--- config.mk ---
export PLATFORM = sky130hd
export DESIGN_NAME = twin_pwm
export DESIGN_NICKNAME = d
export VERILOG_FILES = /design/src/rtl/twinpwm_pkg.sv /design/src/rtl/twinpwm_regs.sv /design/src/rtl/twinpwm_prescale.sv /design/src/rtl/twinpwm_wave.sv /design/src/rtl/twin_pwm.sv
export SDC_FILE = /design/constraint.sdc
export NUM_CORES = 1
export LEC_CHECK = 0
export BUFFER_PORTS_ARGS = -buffer_cell sky130_fd_sc_hd__buf_4
export CELL_PAD_IN_SITES_DETAIL_PLACEMENT = 1
export CELL_PAD_IN_SITES_GLOBAL_PLACEMENT = 2
export CORE_UTILIZATION = 40
export DETAILED_ROUTE_END_ITERATION = 10
export GPL_TIMING_DRIVEN = 0
export PLACE_DENSITY = 0.87
export SYNTH_ARGS = -nofsm -noshare
export SYNTH_HDL_FRONTEND = slang
export SYNTH_SLANG_ARGS = --single-unit
--- constraint.sdc ---
create_clock -name clk -period 9.2 [get_ports clk]
set_input_delay 0 -clock clk [delete_from_list [all_inputs] [get_ports clk]]
set_output_delay 0 -clock clk [all_outputs]
set_load 0.02 [all_outputs]
--- src/rtl/twinpwm_pkg.sv ---
`timescale 1ns/1ps
package twinpwm_pkg;
   localparam int NUM_CH     = 2;
   localparam int SEL_FLD_W  = 2;
   localparam int DIV_FLD_W  = 7;
   localparam int SPAN_FLD_W = 16;
   localparam int CTRL_OFF   = 8;

   typedef enum logic {PH_HIGH = 1'b0, PH_LOW = 1'b1} wave_phase_e;

   // Field positions inside the shared control word; software decodes these.
   function automatic int en_bit(int ch);   return ch;           endfunction
   function automatic int sel_lsb(int ch);  return 4 + 2 * ch;   endfunction
   function automatic int div_lsb(int ch);  return 8 + 8 * ch;   endfunction
   function automatic int gate_bit(int ch); return 15 + 8 * ch;  endfunction
   function automatic int span_off(int ch); return 4 * ch;       endfunction
endpackage

--- src/rtl/twinpwm_regs.sv ---
`timescale 1ns/1ps
module twinpwm_regs
   import twinpwm_pkg::*;
#(
   parameter int ADDR_W = 4,
   parameter int CNT_W  = 16,
   parameter int DIV_W  = 7
) (
   input  logic                                     clk,
   input  logic                                     rst_n,
   input  logic                                     reg_wr,
   input  logic [ADDR_W-1:0]                        reg_addr,
   input  logic [31:0]                              reg_wdata,
   output logic [31:0]                              reg_rdata,
   output logic [NUM_CH-1:0]                        ch_en,
   output logic [NUM_CH-1:0][SEL_FLD_W-1:0]         ch_sel,
   output logic [NUM_CH-1:0][DIV_W-1:0]             ch_div,
   output logic [NUM_CH-1:0]                        ch_gate,
   output logic [NUM_CH-1:0][CNT_W-1:0]             ch_hi,
   output logic [NUM_CH-1:0][CNT_W-1:0]             ch_lo
);
   function automatic logic [31:0] ctrl_mask();
      logic [31:0] m = '0;
      for (int c = 0; c < NUM_CH; c++) begin
         m[en_bit(c)] = 1'b1;
         for (int i = 0; i < SEL_FLD_W; i++) m[sel_lsb(c) + i] = 1'b1;
         for (int i = 0; i < DIV_W; i++)     m[div_lsb(c) + i] = 1'b1;
         m[gate_bit(c)] = 1'b1;
      end
      return m;
   endfunction

   localparam logic [31:0] CTRL_MASK = ctrl_mask();

   logic [31:0]      ctrl_q;
   logic [CNT_W-1:0] hi_q [NUM_CH];
   logic [CNT_W-1:0] lo_q [NUM_CH];

   always_ff @(posedge clk or negedge rst_n) begin
      if (!rst_n) begin
         ctrl_q <= '0;
         for (int c = 0; c < NUM_CH; c++) begin
            hi_q[c] <= '0;
            lo_q[c] <= '0;
         end
      end else if (reg_wr) begin
         if (reg_addr == ADDR_W'(CTRL_OFF)) ctrl_q <= reg_wdata & CTRL_MASK;
         for (int c = 0; c < NUM_CH; c++) begin
            if (reg_addr == ADDR_W'(span_off(c))) begin
               lo_q[c] <= reg_wdata[CNT_W-1:0];
               hi_q[c] <= reg_wdata[SPAN_FLD_W +: CNT_W];
            end
         end
      end
   end

   always_comb begin
      reg_rdata = '0;
      if (reg_addr == ADDR_W'(CTRL_OFF)) reg_rdata = ctrl_q;
      for (int c = 0; c < NUM_CH; c++) begin
         if (reg_addr == ADDR_W'(span_off(c)))
            reg_rdata = (32'(hi_q[c]) << SPAN_FLD_W) | 32'(lo_q[c]);
      end
   end

   for (genvar gc = 0; gc < NUM_CH; gc++) begin : g_fields
      localparam int EB = en_bit(gc);
      localparam int SL = sel_lsb(gc);
      localparam int DL = div_lsb(gc);
      localparam int GB = gate_bit(gc);
      assign ch_en[gc]   = ctrl_q[EB];
      assign ch_sel[gc]  = ctrl_q[SL +: SEL_FLD_W];
      assign ch_div[gc]  = ctrl_q[DL +: DIV_W];
      assign ch_gate[gc] = ctrl_q[GB];
      assign ch_hi[gc]   = hi_q[gc];
      assign ch_lo[gc]   = lo_q[gc];
   end
endmodule

--- src/rtl/twinpwm_prescale.sv ---
`timescale 1ns/1ps
module twinpwm_prescale
   import twinpwm_pkg::*;
#(
   parameter int N_SRC = 4,
   parameter int DIV_W = 7
) (
   input  logic                 clk,
   input  logic                 rst_n,
   input  logic [N_SRC-1:0]     src_tick,
   input  logic [SEL_FLD_W-1:0] sel,
   input  logic [DIV_W-1:0]     div,
   input  logic                 gate,
   output logic                 ptick
);
   logic             tick_sel;
   logic [DIV_W-1:0] cnt_q;
   logic             terminal;

   // Selects beyond the populated sources see no ticks.
   always_comb begin
      tick_sel = 1'b0;
      for (int i = 0; i < N_SRC; i++)
         if (sel == SEL_FLD_W'(i)) tick_sel = src_tick[i];
   end

   assign terminal = (cnt_q >= div);
   assign ptick    = gate & tick_sel & terminal;

   always_ff @(posedge clk or negedge rst_n) begin
      if (!rst_n)         cnt_q <= '0;
      else if (!gate)     cnt_q <= '0;
      else if (tick_sel)  cnt_q <= terminal ? '0 : cnt_q + 1'b1;
   end

   // back-to-back prescaled ticks only when the divider passes every tick
   p_div_spacing_r3 : assert property (@(posedge clk) disable iff (!rst_n)
      (ptick && $past(ptick) && $stable(div) && $past(gate)) |-> (div == '0));
endmodule

--- src/rtl/twinpwm_wave.sv ---
`timescale 1ns/1ps
module twinpwm_wave
   import twinpwm_pkg::*;
#(
   parameter int CNT_W = 16
) (
   input  logic             clk,
   input  logic             rst_n,
   input  logic             en,
   input  logic             ptick,
   input  logic [CNT_W-1:0] hi_in,
   input  logic [CNT_W-1:0] lo_in,
   output logic             wave
);
   wave_phase_e      phase_q;
   logic             run_q;
   logic [CNT_W-1:0] cnt_q, hi_sh, lo_sh, lo_eff;
   logic [CNT_W:0]   cnt_nx;

   assign lo_eff = (lo_sh == '0) ? CNT_W'(1) : lo_sh;
   assign cnt_nx = {1'b0, cnt_q} + 1'b1;

   always_ff @(posedge clk or negedge rst_n) begin
      if (!rst_n) begin
         run_q <= 1'b0; phase_q <= PH_HIGH; cnt_q <= '0; hi_sh <= '0; lo_sh <= '0;
      end else if (!en) begin
         run_q <= 1'b0; phase_q <= PH_HIGH; cnt_q <= '0;
      end else if (!run_q) begin
         run_q   <= 1'b1;
         hi_sh   <= hi_in;
         lo_sh   <= lo_in;
         cnt_q   <= '0;
         phase_q <= (hi_in == '0) ? PH_LOW : PH_HIGH;
      end else if (ptick) begin
         if (phase_q == PH_HIGH) begin
            if (cnt_nx >= {1'b0, hi_sh}) begin
               phase_q <= PH_LOW; cnt_q <= '0;
            end else cnt_q <= cnt_nx[CNT_W-1:0];
         end else begin
            if (cnt_nx >= {1'b0, lo_eff}) begin
               hi_sh   <= hi_in;
               lo_sh   <= lo_in;
               cnt_q   <= '0;
               phase_q <= (hi_in == '0) ? PH_LOW : PH_HIGH;
            end else cnt_q <= cnt_nx[CNT_W-1:0];
         end
      end
   end

   assign wave = en & run_q & (phase_q == PH_HIGH);

   // the high-phase count never reaches the latched high length
   p_hi_bound_r6 : assert property (@(posedge clk) disable iff (!rst_n)
      (run_q && phase_q == PH_HIGH) |-> (cnt_q < hi_sh));
   // the low phase never exceeds its effective length of at least one
   p_lo_bound_r7 : assert property (@(posedge clk) disable iff (!rst_n)
      (run_q && phase_q == PH_LOW) |-> (cnt_q < lo_eff));
   // a zero high length never shows a high level
   p_hi_zero_r8 : assert property (@(posedge clk) disable iff (!rst_n)
      (run_q && hi_sh == '0) |-> !wave);
   // with no prescaled tick a running channel's position is frozen
   p_frozen_r4 : assert property (@(posedge clk) disable iff (!rst_n)
      (run_q && $past(run_q) && $past(en) && !$past(ptick)) |-> ($stable(cnt_q) && $stable(phase_q)));
endmodule

--- src/rtl/twin_pwm.sv ---
`timescale 1ns/1ps
module twin_pwm
   import twinpwm_pkg::*;
#(
   parameter int ADDR_W = 4,
   parameter int CNT_W  = 16,
   parameter int DIV_W  = 7,
   parameter int N_SRC  = 4
) (
   input  logic              clk,
   input  logic              rst_n,
   input  logic              reg_wr,
   input  logic [ADDR_W-1:0] reg_addr,
   input  logic [31:0]       reg_wdata,
   output logic [31:0]       reg_rdata,
   input  logic [N_SRC-1:0]  src_tick,
   output logic [1:0]        pwm_out
);
   if (CNT_W < 1 || CNT_W > SPAN_FLD_W) begin : g_bad_cnt_w
      $error("twin_pwm: CNT_W must lie in 1..16");
   end
   if (DIV_W < 1 || DIV_W > DIV_FLD_W) begin : g_bad_div_w
      $error("twin_pwm: DIV_W must lie in 1..7");
   end
   if (N_SRC < 1 || N_SRC > (1 << SEL_FLD_W)) begin : g_bad_n_src
      $error("twin_pwm: N_SRC must lie in 1..4");
   end
   if (ADDR_W < 4) begin : g_bad_addr_w
      $error("twin_pwm: ADDR_W must be at least 4");
   end

   logic [NUM_CH-1:0]                ch_en, ch_gate;
   logic [NUM_CH-1:0][SEL_FLD_W-1:0] ch_sel;
   logic [NUM_CH-1:0][DIV_W-1:0]     ch_div;
   logic [NUM_CH-1:0][CNT_W-1:0]     ch_hi, ch_lo;

   twinpwm_regs #(.ADDR_W(ADDR_W), .CNT_W(CNT_W), .DIV_W(DIV_W)) u_regs (
      .clk(clk), .rst_n(rst_n), .reg_wr(reg_wr), .reg_addr(reg_addr),
      .reg_wdata(reg_wdata), .reg_rdata(reg_rdata),
      .ch_en(ch_en), .ch_sel(ch_sel), .ch_div(ch_div), .ch_gate(ch_gate),
      .ch_hi(ch_hi), .ch_lo(ch_lo)
   );

   for (genvar gc = 0; gc < NUM_CH; gc++) begin : g_chan
      logic ptick;

      twinpwm_prescale #(.N_SRC(N_SRC), .DIV_W(DIV_W)) u_pre (
         .clk(clk), .rst_n(rst_n), .src_tick(src_tick), .sel(ch_sel[gc]),
         .div(ch_div[gc]), .gate(ch_gate[gc]), .ptick(ptick)
      );

      twinpwm_wave #(.CNT_W(CNT_W)) u_wave (
         .clk(clk), .rst_n(rst_n), .en(ch_en[gc]), .ptick(ptick),
         .hi_in(ch_hi[gc]), .lo_in(ch_lo[gc]), .wave(pwm_out[gc])
      );

      // a cleared enable in the control word means a low output
      p_off_low_r5 : assert property (@(posedge clk) disable iff (!rst_n)
         !ch_en[gc] |-> !pwm_out[gc]);
   end
endmodule

==> metrics.cfg <==
[worst_setup_path]
path_cells = ha_1, nand3_2, or3_4, and2_1, or2_2, ha_1, a21oi_1, o21ai_0, a2111oi_0, a21oi_1, o31ai_2, buf_2, a32oi_1, o21ai_0
ff2ff_setup_slack_ns = 4.84
critPathMaxStageDelay_ns = 0.54
endpoint = g_chan[0].u_wave.cnt_q[2]
end_kind = flip-flop
crit_fanout = 10
setup.worst_path.start_class = flip-flop
cpMaxStageDelayCell = o31ai_2
cp-startpoint = g_chan[0].u_wave.cnt_q[0]
timing.rr.end = g_chan[0].u_wave.cnt_q[2]
cp.required_ns = 9.55
r2r_cells = 14
critPathKind = reg -> reg
r2r-start = g_chan[0].u_wave.cnt_q[0]
worstPathArrival_ns = 4.71

[sta]
min_period_over_period = 0.473
drv_slew = 0
rsz0062_at_grt = no
worst_pin_slew_ns = 1.12
fin_skew_ns = 0.0165
setup-tns-final_ns = 0
timing.hold.ws_ns = 0.0613
setup_viol = 0
finalHoldViolations = 0
worst_slack_ns = 4.84
fmax_mhz = 230
maxSlewHeadroom = 0.243
fin_crit_ns = 4.36

[synth]
synth_nets = 1180
synth_warnings = 0
ys_seq_elements = 200
syn_inst = 1055
synth_area_leader_cell = dfrtp_1
synth-edff-count = 0
ys_async_sr_fraction = 1.00
ys_seq_area_frac = 0.444
netlist_area_sq_um = 11300
yosys.cell_types.count = 74
synth-main-ff-cell = dfrtp_1
synth_top_area_share = 0.444
synth_area_leaders = dfrtp_1 44%, mux2_2 12%, ha_1 9.1%, mux2_1 3.0%, inv_1 2.8%
synth_area_per_cell_sq_um = 10.7

[finish]
fin_cells = 1575
area_growth_pct = 17.8
multi_input_area_sq_um = 5740
final_layout_size_suffix_gt1_frac = 0.244
regArea_sq_um = 5000
finish.utilization = 0.478
stdcell_area_sq_um = 13300
nets = 1308
final.fill_count = 3103

[pwr]
total_power_mw = 2.91
swShare = 0.348
power_frac_clock = 0.266
vdd_drop_max_mv = 0.109
p_int_mw = 1.90
p_comb_frac = 0.281
powerDensity_nw_per_um2 = 219
power_frac_seq = 0.454
p_switching_mw = 1.01
p_leak_nw = 6.31

[clock_tree]
clk_pin_slew_ns = 0.08
cts_max_path_buffers = 2
cts_tree = done
htree_num_levels = 4
clock-sinks = 200
clk_latency_ns = 0.44
root_buffer = clkbuf_16
numCtsBuffers = 17
cts_resized = 0

[route]
viasPerCell = 5.44
wl_um = 31700
drc = 0
num_vias = 8562
detail_route.first_pass.iterations = 5
wire_per_inst_um = 20.1
drtIter0Drc = 446
final_antenna_net_count = 0

[job]
cap_violations = 0

[floorplanning]
start_util = 0.406
row_count = 61
dieWidth_um = 170
core_area_sq_um = 27800
io_pins = 77
fp.dieArea_sq_um = 28900
die_y_um = 170

[global_routing]
grt_max_degree = 114
grt_pass1_wl_um = 50400
overflow = 0
grt_pass1_vias = 9076
gr-usage-all-layers = 0.228
antenna_found_initial = 0

[placed_design]
place_area_sq_um = 12300
post-dp-hpwl_um = 24000
gp_congestion = 0.801
post-place-ws_ns = 4.87
dpl.cell_count = 1509
io_buffers = 75

[min_path]
hold_class = in -> reg

[run_status]
status = complete, no violations

[power by group through the flow]
stage | clock (mW) | combinational (mW) | sequential (mW)
after floorplan | 0 | 0.589 | 1.25
after global placement | 0 | 0.760 | 1.32
after detailed placement | 0 | 0.803 | 1.34
after CTS | 0.788 | 0.827 | 1.32
after global routing | 0.821 | 0.914 | 1.35
final | 0.774 | 0.817 | 1.32
[Yosys cell counts (all sizes together), types with 2 or more instances]
master     n
o211ai     3
nor3      11
dfrtp    200
o31ai     10
a21oi     47
a22oi      5
o21bai     2
nand2b     5
a2111oi    2
mux2i     10
nand2     76
or2        8
o21ai     57
a41o       2
nand4     18
buf       18
nand3     28
a211oi     4
a31oi      2
inv       84
clkbuf    19
nor4      15
mux4       2
o2111ai    2
o21a       4
or4        3
mux2     152
o22ai      2
nor2      70
or3        4
xnor2     18
a21boi     6
and2       2
nor2b      7
xor2      12
a21o      13
a2111o     2
nor4b      2
a22o      15
ha        82
and3      13
[placed cells by master (no fill, tap or decap), types with 27 or more instances in the layout]
master,netlist,final
dlygate4sd3_1,0,33
nor2_1,70,70
buf_4,6,80
dfrtp_1,200,200
o21ai_0,56,56
inv_1,84,84
mux2_2,122,122
a21oi_1,46,46
nand2_1,74,74
mux2_1,30,30
ha_1,82,82
nand3_1,27,27
[cells by family after synthesis]
logic type      Yosys count  share of synthesized area
simple gates            267                      0.116
compound gates          190                      0.114
mux                     164                      0.165
xor+xnor                 30                     0.0233
buf+inv                 122                     0.0471
fa+ha+maj                82                     0.0910
flops                   200                      0.444
[sequential cells by signal, summed over array words and instances, names as in the netlist]
name	flops
g_chan.u_pre.cnt_q	14
g_chan.u_wave.cnt_q	32
g_chan.u_wave.hi_sh	32
g_chan.u_wave.lo_sh	32
g_chan.u_wave.phase_q	2
g_chan.u_wave.run_q	2
u_regs.ch_hi	32
u_regs.ch_lo	32
u_regs.ctrl_q	22
[what timing repair did]
item / 4_1_cts / 5_1_grt
buffers inserted: 0 / 0
endpoints found under the hold margin: 173 / 0
hold buffers: 33 / 0
[worst min-delay path by stage]
| stage | startpoint | endpoint | slack, ns | cells after the start |
|---|---|---|---|---|
| floorplan | rst_n | g_chan[0].u_pre.cnt_q[0] | -0.30 | 0 |
| global placement | reg_wdata[2] | u_regs.ch_lo[2] | 0.25 | 2 |
| detailed placement | rst_n | g_chan[0].u_wave.cnt_q[8] | 0.07 | 1 |
| CTS | reg_wr | u_regs.ctrl_q[1] | 0.03 | 3 |
| global route | reg_wr | u_regs.ctrl_q[1] | 0.06 | 3 |
| finish | reg_wr | u_regs.ctrl_q[0] | 0.06 | 3 |
[cell type report]
type,instances,area share
Clock inverter,15,0.0138
Antenna cell,1,0.000188
Buffer,38,0.0162
Tap cell,378,0.0356
Clock buffer,17,0.0320
Sequential cell,200,0.377
Multi-Input combinational cell,733,0.432
Inverter,84,0.0237
Timing Repair Buffer,109,0.0699
[critical path, delay by kind of cell (launching register included)]
family	cells	cell delay, ns
flops	1	0.44
fa+ha+maj	2	0.61
buf+inv	1	0.34
simple gates	4	1.20
compound gates	7	1.69
[metal layers]
metal	share of wire	GRT usage
met4	0.011	0.0517
met1	0.49	0.323
met3	0.026	0.0293
met2	0.47	0.372
met5	0	0
Note: power is estimated with default switching activity, not from simulation.
